==> config.mk <==
export PLATFORM = sky130hd
export DESIGN_NAME = tcu_top
export DESIGN_NICKNAME = d
export VERILOG_FILES = /design/src/rtl/tcu_pkg.sv /design/src/rtl/tcu_edge_sync.sv /design/src/rtl/tcu_prescaler.sv /design/src/rtl/tcu_count_core.sv /design/src/rtl/tcu_top.sv
export SDC_FILE = /design/constraint.sdc
export NUM_CORES = 1
export LEC_CHECK = 0
export ABC_CLOCK_PERIOD_IN_PS = 1900
export CAP_MARGIN = 20
export CELL_PAD_IN_SITES_DETAIL_PLACEMENT = 0
export CELL_PAD_IN_SITES_GLOBAL_PLACEMENT = 1
export CORE_ASPECT_RATIO = 0.5
export CORE_MARGIN = 4
export CORE_UTILIZATION = 39
export DETAILED_ROUTE_END_ITERATION = 10
export MAX_ROUTING_LAYER = met4
export PLACE_DENSITY = 0.75
export SLEW_MARGIN = 20
export SYNTH_ARGS = -nofsm -noshare
export SYNTH_HDL_FRONTEND = slang
export SYNTH_SLANG_ARGS = --single-unit
==> constraint.sdc <==
create_clock -name clk -period 1.9 [get_ports clk]
set_clock_uncertainty 0.2 [all_clocks]
set_input_delay 0.38 -clock clk [delete_from_list [all_inputs] [get_ports clk]]
set_output_delay 0.38 -clock clk [all_outputs]
set_load 0.01 [all_outputs]
==> src/rtl/tcu_pkg.sv <==
// Package: shared types and register addresses for the timer-counter unit.
// Assumes an 8-bit control register whose field order matches tcu_ctrl_t.
package tcu_pkg;
    typedef struct packed {
        logic       run;
        logic       byte_mode;
        logic       ext_src;
        logic       fall_edge;
        logic       pre_bypass;
        logic [2:0] ratio_sel;
    } tcu_ctrl_t;

    localparam logic [1:0] ADDR_CTRL = 2'd0;
    localparam logic [1:0] ADDR_LO   = 2'd1;
    localparam logic [1:0] ADDR_HI   = 2'd2;
    localparam logic [1:0] ADDR_STAT = 2'd3;

    localparam logic [7:0] CTRL_RESET = 8'hFF;
endpackage

==> src/rtl/tcu_edge_sync.sv <==
// Module: synchronizes an asynchronous pin and produces a one-cycle pulse
// on the selected edge. Assumes the pin is slower than the clock, holding
// each level for more than STAGES+1 cycles.
module tcu_edge_sync #(
    parameter int STAGES = 2
) (
    input  logic clk,
    input  logic rst_n,
    input  logic pin_i,
    input  logic fall_sel_i,
    output logic edge_o
);
    logic [STAGES:0] chain_q;

    // First flop samples the pin directly.
    always_ff @(posedge clk) begin
        if (!rst_n) chain_q[0] <= 1'b0;
        else        chain_q[0] <= pin_i;
    end

    // Remaining flops extend the chain; the last one holds the previous level.
    for (genvar g = 1; g <= STAGES; g++) begin : g_stage
        always_ff @(posedge clk) begin
            if (!rst_n) chain_q[g] <= 1'b0;
            else        chain_q[g] <= chain_q[g-1];
        end
    end

    logic cur_lvl, prev_lvl;
    assign cur_lvl  = chain_q[STAGES-1];
    assign prev_lvl = chain_q[STAGES];

    // Edge pulse for the selected direction.
    always_comb begin
        if (fall_sel_i) edge_o = prev_lvl & ~cur_lvl;
        else            edge_o = cur_lvl & ~prev_lvl;
    end

    // a single edge yields one pulse, unless the edge selection changes.
    assert_single_pulse_R3: assert property (@(posedge clk) disable iff (!rst_n)
        edge_o |=> (!edge_o || (fall_sel_i != $past(fall_sel_i))));
endmodule

==> src/rtl/tcu_prescaler.sv <==
// Module: hidden power-of-two prescaler. Emits one output event per 2^(sel+1)
// input events, or passes events straight through when bypassed.
// Assumes sel_i+1 <= PRE_W.
module tcu_prescaler #(
    parameter int PRE_W = 8,
    parameter int SEL_W = 3
) (
    input  logic             clk,
    input  logic             rst_n,
    input  logic             evt_i,
    input  logic             clr_i,
    input  logic             bypass_i,
    input  logic [SEL_W-1:0] sel_i,
    output logic             out_o
);
    logic [PRE_W-1:0] pre_q;
    logic [PRE_W-1:0] mask;

    // Mask of the low sel+1 bits that must all be ones for an output event.
    always_comb begin
        for (int i = 0; i < PRE_W; i++) mask[i] = (i <= int'(sel_i));
    end

    // Output event selection.
    always_comb begin
        if (bypass_i) out_o = evt_i;
        else          out_o = evt_i && ((pre_q & mask) == mask);
    end

    // Prescaler count: clear has priority over counting.
    always_ff @(posedge clk) begin
        if (!rst_n)                  pre_q <= '0;
        else if (clr_i)              pre_q <= '0;
        else if (evt_i && !bypass_i) pre_q <= pre_q + 1'b1;
    end

    // a clear always leaves the prescaler empty.
    assert_pre_clear_R5: assert property (@(posedge clk) disable iff (!rst_n)
        clr_i |=> (pre_q == '0));
    // without input events the prescaler holds its count.
    assert_pre_hold_R12: assert property (@(posedge clk) disable iff (!rst_n)
        (!evt_i && !clr_i) |=> $stable(pre_q));
endmodule

==> src/rtl/tcu_count_core.sv <==
// Module: the 2*DATA_W-bit counter with a post-load stall and wrap detection.
// Assumes load_i and inc_i come from the same clock domain. Load has priority.
module tcu_count_core #(
    parameter int DATA_W = 8,
    parameter int STALL  = 2
) (
    input  logic              clk,
    input  logic              rst_n,
    input  logic              tick_i,
    input  logic              byte_mode_i,
    input  logic              inc_i,
    input  logic              load_i,
    input  logic [2*DATA_W-1:0] load_val_i,
    output logic [2*DATA_W-1:0] cnt_o,
    output logic              blocked_o,
    output logic              wrap_o
);
    localparam int ST_W = $clog2(STALL + 1);
    localparam int CW   = 2 * DATA_W;

    logic [ST_W-1:0] stall_q;
    logic [CW-1:0]   cnt_q;

    // Stall window: reloaded on every load, consumed one tick at a time.
    always_ff @(posedge clk) begin
        if (!rst_n)                        stall_q <= '0;
        else if (load_i)                   stall_q <= ST_W'(STALL);
        else if (tick_i && stall_q != '0)  stall_q <= stall_q - 1'b1;
    end

    assign blocked_o = (stall_q != '0);

    // Counter: load, or increment in the selected width.
    always_ff @(posedge clk) begin
        if (!rst_n)     cnt_q <= '0;
        else if (load_i) cnt_q <= load_val_i;
        else if (inc_i) begin
            if (byte_mode_i) cnt_q[DATA_W-1:0] <= cnt_q[DATA_W-1:0] + 1'b1;
            else             cnt_q <= cnt_q + 1'b1;
        end
    end

    // Wrap detection for the active width.
    always_comb begin
        if (byte_mode_i) wrap_o = inc_i && !load_i && (&cnt_q[DATA_W-1:0]);
        else             wrap_o = inc_i && !load_i && (&cnt_q);
    end

    assign cnt_o = cnt_q;

    // a load places both bytes at once.
    assert_load_value_R11: assert property (@(posedge clk) disable iff (!rst_n)
        load_i |=> (cnt_q == $past(load_val_i)));
    // a load opens a stall window.
    assert_stall_open_R6: assert property (@(posedge clk) disable iff (!rst_n)
        load_i |=> blocked_o);
    // byte mode never moves the high byte.
    assert_byte_hi_hold_R7: assert property (@(posedge clk) disable iff (!rst_n)
        (inc_i && !load_i && byte_mode_i) |=> (cnt_q[CW-1:DATA_W] == $past(cnt_q[CW-1:DATA_W])));
endmodule

==> src/rtl/tcu_top.sv <==
// Module: top of the timer-counter unit. Holds the control, high buffer and
// status registers, decodes the byte bus, and joins source selection,
// stall gating, prescaler and counter. Assumes single-cycle bus strobes and
// combinational read data.
module tcu_top
    import tcu_pkg::*;
#(
    parameter int DATA_W      = 8,
    parameter int PRE_W       = 8,
    parameter int SEL_W       = 3,
    parameter int SYNC_STAGES = 2,
    parameter int STALL_TICKS = 2
) (
    input  logic              clk,
    input  logic              rst_n,
    input  logic              tick_i,
    input  logic              ext_i,
    input  logic              bus_wr_i,
    input  logic              bus_rd_i,
    input  logic [1:0]        bus_addr_i,
    input  logic [DATA_W-1:0] bus_wdata_i,
    output logic [DATA_W-1:0] bus_rdata_o,
    output logic              irq_o
);
    localparam int CW = 2 * DATA_W;

    tcu_ctrl_t          ctrl_q;
    logic [DATA_W-1:0]  hbuf_q;
    logic               flag_q;
    logic               ie_q;
    logic [CW-1:0]      cnt;
    logic               edge_evt, blocked, wrap, pre_out;
    logic               src_evt, gated_evt;
    logic               wr_ctrl, wr_lo, wr_hi, wr_stat, rd_lo;

    assign wr_ctrl = bus_wr_i && (bus_addr_i == ADDR_CTRL);
    assign wr_lo   = bus_wr_i && (bus_addr_i == ADDR_LO);
    assign wr_hi   = bus_wr_i && (bus_addr_i == ADDR_HI);
    assign wr_stat = bus_wr_i && (bus_addr_i == ADDR_STAT);
    assign rd_lo   = bus_rd_i && (bus_addr_i == ADDR_LO);

    tcu_edge_sync #(.STAGES(SYNC_STAGES)) u_sync (
        .clk(clk), .rst_n(rst_n), .pin_i(ext_i),
        .fall_sel_i(ctrl_q.fall_edge), .edge_o(edge_evt)
    );

    // Count source selection, then run and stall gating.
    always_comb begin
        src_evt   = ctrl_q.ext_src ? edge_evt : tick_i;
        gated_evt = src_evt && ctrl_q.run && !blocked;
    end

    tcu_prescaler #(.PRE_W(PRE_W), .SEL_W(SEL_W)) u_pre (
        .clk(clk), .rst_n(rst_n), .evt_i(gated_evt), .clr_i(wr_lo),
        .bypass_i(ctrl_q.pre_bypass), .sel_i(ctrl_q.ratio_sel), .out_o(pre_out)
    );

    tcu_count_core #(.DATA_W(DATA_W), .STALL(STALL_TICKS)) u_core (
        .clk(clk), .rst_n(rst_n), .tick_i(tick_i),
        .byte_mode_i(ctrl_q.byte_mode), .inc_i(pre_out), .load_i(wr_lo),
        .load_val_i({hbuf_q, bus_wdata_i}), .cnt_o(cnt),
        .blocked_o(blocked), .wrap_o(wrap)
    );

    // Control register write.
    always_ff @(posedge clk) begin
        if (!rst_n)       ctrl_q <= tcu_ctrl_t'(CTRL_RESET);
        else if (wr_ctrl) ctrl_q <= tcu_ctrl_t'(bus_wdata_i);
    end

    // High buffer: written by the bus, or captured from the live high byte on a low read.
    always_ff @(posedge clk) begin
        if (!rst_n)      hbuf_q <= '0;
        else if (wr_hi)  hbuf_q <= bus_wdata_i;
        else if (rd_lo)  hbuf_q <= cnt[CW-1:DATA_W];
    end

    // Interrupt enable and sticky overflow flag; a wrap wins over a clear.
    always_ff @(posedge clk) begin
        if (!rst_n) begin
            flag_q <= 1'b0;
            ie_q   <= 1'b0;
        end else begin
            if (wr_stat) ie_q <= bus_wdata_i[1];
            if (wrap)                           flag_q <= 1'b1;
            else if (wr_stat && !bus_wdata_i[0]) flag_q <= 1'b0;
        end
    end

    // Read data multiplexer.
    always_comb begin
        case (bus_addr_i)
            ADDR_CTRL: bus_rdata_o = ctrl_q;
            ADDR_LO:   bus_rdata_o = cnt[DATA_W-1:0];
            ADDR_HI:   bus_rdata_o = hbuf_q;
            default:   bus_rdata_o = {{(DATA_W-2){1'b0}}, ie_q, flag_q};
        endcase
    end

    assign irq_o = flag_q & ie_q;

    // a wrap always leaves the flag set.
    assert_wrap_sets_flag_R8: assert property (@(posedge clk) disable iff (!rst_n)
        wrap |=> flag_q);
    // the flag is sticky unless a clearing status write occurs.
    assert_flag_sticky_R9: assert property (@(posedge clk) disable iff (!rst_n)
        (flag_q && !(wr_stat && !bus_wdata_i[0])) |=> flag_q);
    // a low read captures the live high byte into the buffer.
    assert_capture_hi_R10: assert property (@(posedge clk) disable iff (!rst_n)
        (rd_lo && !wr_hi) |=> (hbuf_q == $past(cnt[CW-1:DATA_W])));
    // with run cleared and no load, the counter holds.
    assert_freeze_R12: assert property (@(posedge clk) disable iff (!rst_n)
        (!ctrl_q.run && !wr_lo) |=> $stable(cnt));
endmodule

-- Word-level counts from Yosys, hierarchy flattened
Cells that the tools add are included.
- equality and inequality tests: 5
- order comparisons: 7
- add/subtract/negate cells: 4
- reduce and logical (&&, ||, !) cells: 28
- mux-type cells: 15
- bitwise operators: 7
- operators with widths (operator ; count):
    $mux 16 ; 2
    $mux 8 ; 4
    $pmux 8 s3 ; 1
    $add 16x1->16 const B ; 1
    $add 8x1->8 const B ; 2
    $reduce_and 16->1 ; 1
    $logic_and 1x1->1 ; 14
    $le 3x3->1 const A ; 4
    $reduce_bool 2->1 ; 5
    $and 8x8->8 ; 1
    $eq 8x8->1 ; 1
    $reduce_and 8->1 ; 1
    $le 2x3->1 const A ; 2
    $mux 1 ; 6
    $eq 2x2->1 const B ; 2
    $logic_not 1->1 ; 4
    $mux 2 ; 2
    $and 1x1->1 ; 3
    $le 1x3->1 const A ; 1
    $not 1->1 ; 3
    $eq 2x1->1 const B ; 1
    $logic_not 2->1 ; 1
    $ne 2x1->1 const B ; 1
    $reduce_and 2->1 ; 1
    other kinds (2) ; 2
- logic and storage cells: 83
- bits of input ports: 16
- register bits: 47
- output and inout port bits: 9

-- Longest topological paths before layout
- depth in word-level cells: 12
- depth in mapped cells: 8
- mapped depth without buffers: 8

-- Hierarchy
Synthesis repeated with hierarchy kept, for this count alone.
- cells, all modules: 319
- area total of the unflattened synthesis: 2662.6 sq um
- modules (own cells, without submodules) (module ; instances ; area each (sq um) ; sequential area each (sq um) ; cells an instance):
    tcu_count_core ; 1 ; 1137.3 ; 360.3 ; 140
    tcu_top ; 1 ; 999.7 ; 360.3 ; 117
    tcu_prescaler ; 1 ; 424.2 ; 160.2 ; 53
    tcu_edge_sync ; 1 ; 101.3 ; 60.1 ; 9

-- Least setup slack after synthesis
Ideal clock, no wire load.
- path kind: register to register
- start point: register ctrl_q[4] (netlist name)
- end point: register u_pre.pre_q[5]
- data required time: 1.576 ns
- buffers on the path: 0
- period minus slack after synthesis: 1.987 ns
- stages on the path, launching flop included: 7
- path slack: -0.087 ns
- library setup time: 0.124 ns
- data arrival time: 1.663 ns
- cells stage by stage: dfxtp_1 -> or3b_4 -> a311oi_4 -> and4_4 -> nand3_1 -> xnor2_1 -> nor2_1
- longest elaborated chain between the ends: 5
- RTL lines (item ; RTL line ; source):
    start: declaration ; tcu_top.sv:27 ; tcu_ctrl_t ctrl_q;
    start signal: assignment ; tcu_top.sv:67 ; if (!rst_n) ctrl_q <= tcu_ctrl_t'(CTRL_RESET);
    start signal: assignment ; tcu_top.sv:68 ; else if (wr_ctrl) ctrl_q <= tcu_ctrl_t'(bus_wdata_i);
    $mux 1 ; tcu_edge_sync.sv:35 ; if (fall_sel_i) edge_o = prev_lvl & ~cur_lvl;
    $mux 1 ; tcu_top.sv:49 ; src_evt = ctrl_q.ext_src ? edge_evt : tick_i;
    $logic_and 1x1->1 (2 in a row) ; tcu_top.sv:50 ; gated_evt = src_evt && ctrl_q.run && !blocked;
    $logic_and 1x1->1 ; tcu_prescaler.sv:34 ; else if (evt_i && !bypass_i) pre_q <= pre_q + 1'b1;
    end signal: assignment ; tcu_prescaler.sv:34 ;
    end: declaration ; tcu_prescaler.sv:16 ; logic [PRE_W-1:0] pre_q;
No other way between the ends.
A chain may end at the register's enable or synchronous reset.

-- Final worst setup path
- start point: register u_sync.chain_q[2], in the netlist u_sync.prev_lvl
- end point: register u_core.cnt_q[13], in the netlist u_core.cnt_o[13]
- longest elaborated chain between the ends: 10
- elaborated cells on any way between the ends: 11
- classes of those cells: mux (3); bitwise (3); reduce/logical (5)
- RTL lines (item ; RTL line ; source):
    start: declaration ; tcu_edge_sync.sv:13 ; logic [STAGES:0] chain_q;
    start signal: indexed assignment ; tcu_edge_sync.sv:25 ; else chain_q[g] <= chain_q[g-1];
    $not 1->1 ; tcu_edge_sync.sv:36 ; else edge_o = cur_lvl & ~prev_lvl;
    $and 1x1->1 ; tcu_edge_sync.sv:36 ;
    $mux 1 (*) ; tcu_edge_sync.sv:35 ;
    $mux 1 (*) ; tcu_top.sv:49 ;
    $logic_and 1x1->1 (*) (2 in a row) ; tcu_top.sv:50 ;
    $logic_and 1x1->1 ; tcu_prescaler.sv:27 ; else out_o = evt_i && ((pre_q & mask) == mask);
    $mux 1 (*) ; tcu_prescaler.sv:26 ; if (bypass_i) out_o = evt_i;
    $reduce_bool 2->1 (no line) (*) ; n/a ;
    $reduce_and 2->1 (no line) (*) ; n/a ;
    end signal: assignment ; tcu_count_core.sv:36 ; else if (load_i) cnt_q <= load_val_i;
    end signal: indexed assignment ; tcu_count_core.sv:38 ; if (byte_mode_i) cnt_q[DATA_W-1:0] <= cnt_q[DATA_W-1:0] + 1'b1;
    end signal: assignment ; tcu_count_core.sv:39 ; else cnt_q <= cnt_q + 1'b1;
    end: declaration ; tcu_count_core.sv:22 ; logic [CW-1:0] cnt_q;
Mark *: on every way between the ends. The rest lies on a longest branch, timed or not.

==> reports/metrics.cfg <==
[floorplanning]
fp.dieH_um = 65.6
dieWidth_um = 123
num_rows = 20
io_pins = 25
core_um2 = 6260
die_area_um2 = 8080
start_util_pct = 41.4

[sta]
period_minus_slack_ns = 2.01
maxSlewHeadroom_pct = 60.2
rsz0062_at_grt = true
setup_ws_ns = -0.111
setup_viol = 11
maxSlewViolCount = 0
max_freq_ghz = 0.497
hold_viol = 0
period_share_pct = 106
worst_pin_slew_ns = 0.596

[setup_path]
end_kind = flop
crit_path_start_kind = flop
cp-startpoint = u_sync.prev_lvl
crit_required_ns = 1.87
worstReg2RegStart = u_sync.prev_lvl
cp_max_fo = 4
critPathArrivalTime_ns = 1.98
critPathKind = flop to flop

[grt]
grt_max_degree = 22
grt_pass1_wl_um = 12100
grt_pass1_vias = 2400
grt_antenna_before_repair = 0
grt_util_all_layers_pct = 19.8
grt.overflow.total = 0

[logic_synthesis]
syn_area_per_cell_um2 = 8.40
ys_ff_latch = 47
synth_common_cells = dfxtp_1, nand2_1, o21ai_0, nor2_1, nand3_1
synth-edff-count = 0
synth_top_area_share_pct = 36.3
synthTopCellsByArea = dfxtp_1, nand2_1, mux2i_1
ys_seq_area_share_pct = 36.3
synth_area_um2 = 2590
yosys_warnings = 0
async_flop_share_pct = 0
yosysTopAreaCell = dfxtp_1
yosysUniqueCellTypes = 52
synth_cells = 308
ys.flop_type = dfxtp_1
syn_nets = 327
synth_most_common_cell = dfxtp_1

[route]
drt-total-wl_um = 7390
avgRoutedWirePerCell_um = 16.0
dr_wl_met3_um = 416
drc = 0
drt-met1-wl_um = 3770
via_count = 2512
drt_first_pass_iters = 5
top_layer_used = met4
wl_met2_um = 3140
drtAntennaViolNets = 0
drt_iter0_drc = 183
via_per_inst = 5.45

[power]
seq_power_share_pct = 46.5
p_int_mw = 1.71
switching_share_pct = 25.8
combPwrFrac_pct = 17.8
leakage_nw = 1.36
p_per_area_nw_per_um2 = 655
peakVddDrop_mv = 0.371
switchingPower_mw = 0.593
clkPwrFrac_pct = 35.7
total_power_mw = 2.30

[place]
place_congestion = 0.920
dp_cells = 452
dp_hpwl_um = 5600
numPortBuffers = 24

[clock_network]
clock_latency_ns = 0.29
ctsLongestPathBuffers = 2
cts_buffers = 5
clkTransAtPathRegs_ns = 0.06
cts_sinks = 47
cts_tree = built
clock_tree.root_cell = clkbuf_16
htreeDepth = 2

[run]
cap_violations = 0

[outcome]
violations = setup timing
status = complete, but fails checks

[cells_and_area]
nets = 393
drive_above_1_share_pct = 27.3
diodes = 0
stdcell_count = 461
syn_to_final_growth_pct = 35.6

[worst_hold_path]
min-delay-path-class = flop to flop
worstHoldStart = u_sync.chain_q[0]

-- worst paths after layout --
path / to / slack, ns / cells after the start
worst max-delay path: u_core.cnt_o[13] / -0.11 / 6
worst min-delay path: u_sync.cur_lvl / 0.24 / 1
worst max register to register: u_core.cnt_o[13] / -0.11 / 6
worst min register to register: u_sync.cur_lvl / 0.24 / 1
-- registers in the layout (all words and copies together) (netlist names) --
name,count
u_sync.chain_q,1
ctrl_q,8
u_pre.pre_q,8
u_core.cnt_o,16
flag_q,1
hbuf_q,8
u_sync.cur_lvl,1
u_core.stall_q,2
ie_q,1
u_sync.prev_lvl,1
-- power groups by stage --
stage | logic (mW) | clock network [mW] | registers, mW
finish | 0.409 | 0.821 | 1.07
global route | 0.445 | 0.894 | 1.07
CTS | 0.401 | 0.851 | 1.07
detailed placement | 0.405 | 0 | 1.09
global placement | 0.397 | 0 | 1.09
floorplan | 0.212 | 0 | 1.08
-- cell usage in the layout, fill, tap and decap left out, types with 4 or more instances in the layout --
| cell type | instances |
|---|---|
| a211oi_1 | 6 |
| a21oi_1 | 9 |
| a31oi_1 | 5 |
| and2_1 | 6 |
| and4_1 | 6 |
| buf_2 | 4 |
| buf_4 | 46 |
| buf_6 | 4 |
| clkbuf_16 | 5 |
| clkdlybuf4s50_1 | 12 |
| dfxtp_1 | 38 |
| dfxtp_2 | 9 |
| dlygate4sd2_1 | 4 |
| inv_1 | 10 |
| mux2i_1 | 12 |
| nand2_1 | 40 |
| nand3_1 | 17 |
| nand4_1 | 6 |
| nor2_1 | 21 |
| nor2b_1 | 4 |
| nor3_1 | 9 |
| nor4_4 | 4 |
| o211ai_1 | 7 |
| o21ai_0 | 22 |
| xnor2_1 | 7 |
| xor2_1 | 5 |
-- what timing repair did --
action,in CTS,in global routing
hold endpoints to repair,0,0
gates resized for setup,43,13
setup buffers,1,2
pin swaps,8,7
hold buffers,0,0
setup endpoints to repair,43,27
-- kinds of logic (layout without fill, tap and decap cells) --
kind of cell             Yosys count  after routing  share of synthesized area [%]
flip-flops                        47             47                           36.3
multiplexers                      14             14                           6.38
buffers and inverters             28             93                           4.25
AO/OA/AOI/OAI                     66             66                           18.1
XOR/XNOR                          14             14                           4.74
adder cells (fa/ha/maj)            3              3                           1.45
AND/OR/NAND/NOR                  136            136                           28.8
-- metal layers --
metal,vias up,track usage [%]
met5,-,-
met4,0,4.41
met3,6,5.42
met2,53,28.9
met1,1212,27.5
li1,1241,-
-- worst max-delay path, cell delays in order, from the launching register on --
cell	delay, ns
dfxtp_2	0.32
or3b_4	0.40
a31o_4	0.26
nand2b_4	0.15
nor4_4	0.26
and4_1	0.25
nor3_1	0.04
-- metrics by stage --
stage	utilization (%)	hold slack [ns]	instance area [um2]	setup TNS, ns	setup slack, ns
floorplan	-	0.212	2600	-0.121	-0.0394
global placement	52.6	0.213	3290	-22.30	-0.715
detailed placement	52.6	0.227	3290	-23.86	-0.756
CTS	55.2	0.243	3450	-0.603	-0.0984
global route	56.1	0.252	3510	-1.83	-0.180
finish	56.1	0.237	3510	-0.536	-0.111
-- cell type report --
type	count	area [um2]
well taps	88	110
fillers	574	2750
flip-flops and latches	47	952
inverters	10	37.5
repair buffers	77	662
clock buffers	6	129
multi-input cells	233	1620
Power figures use the tool's default switching activity.
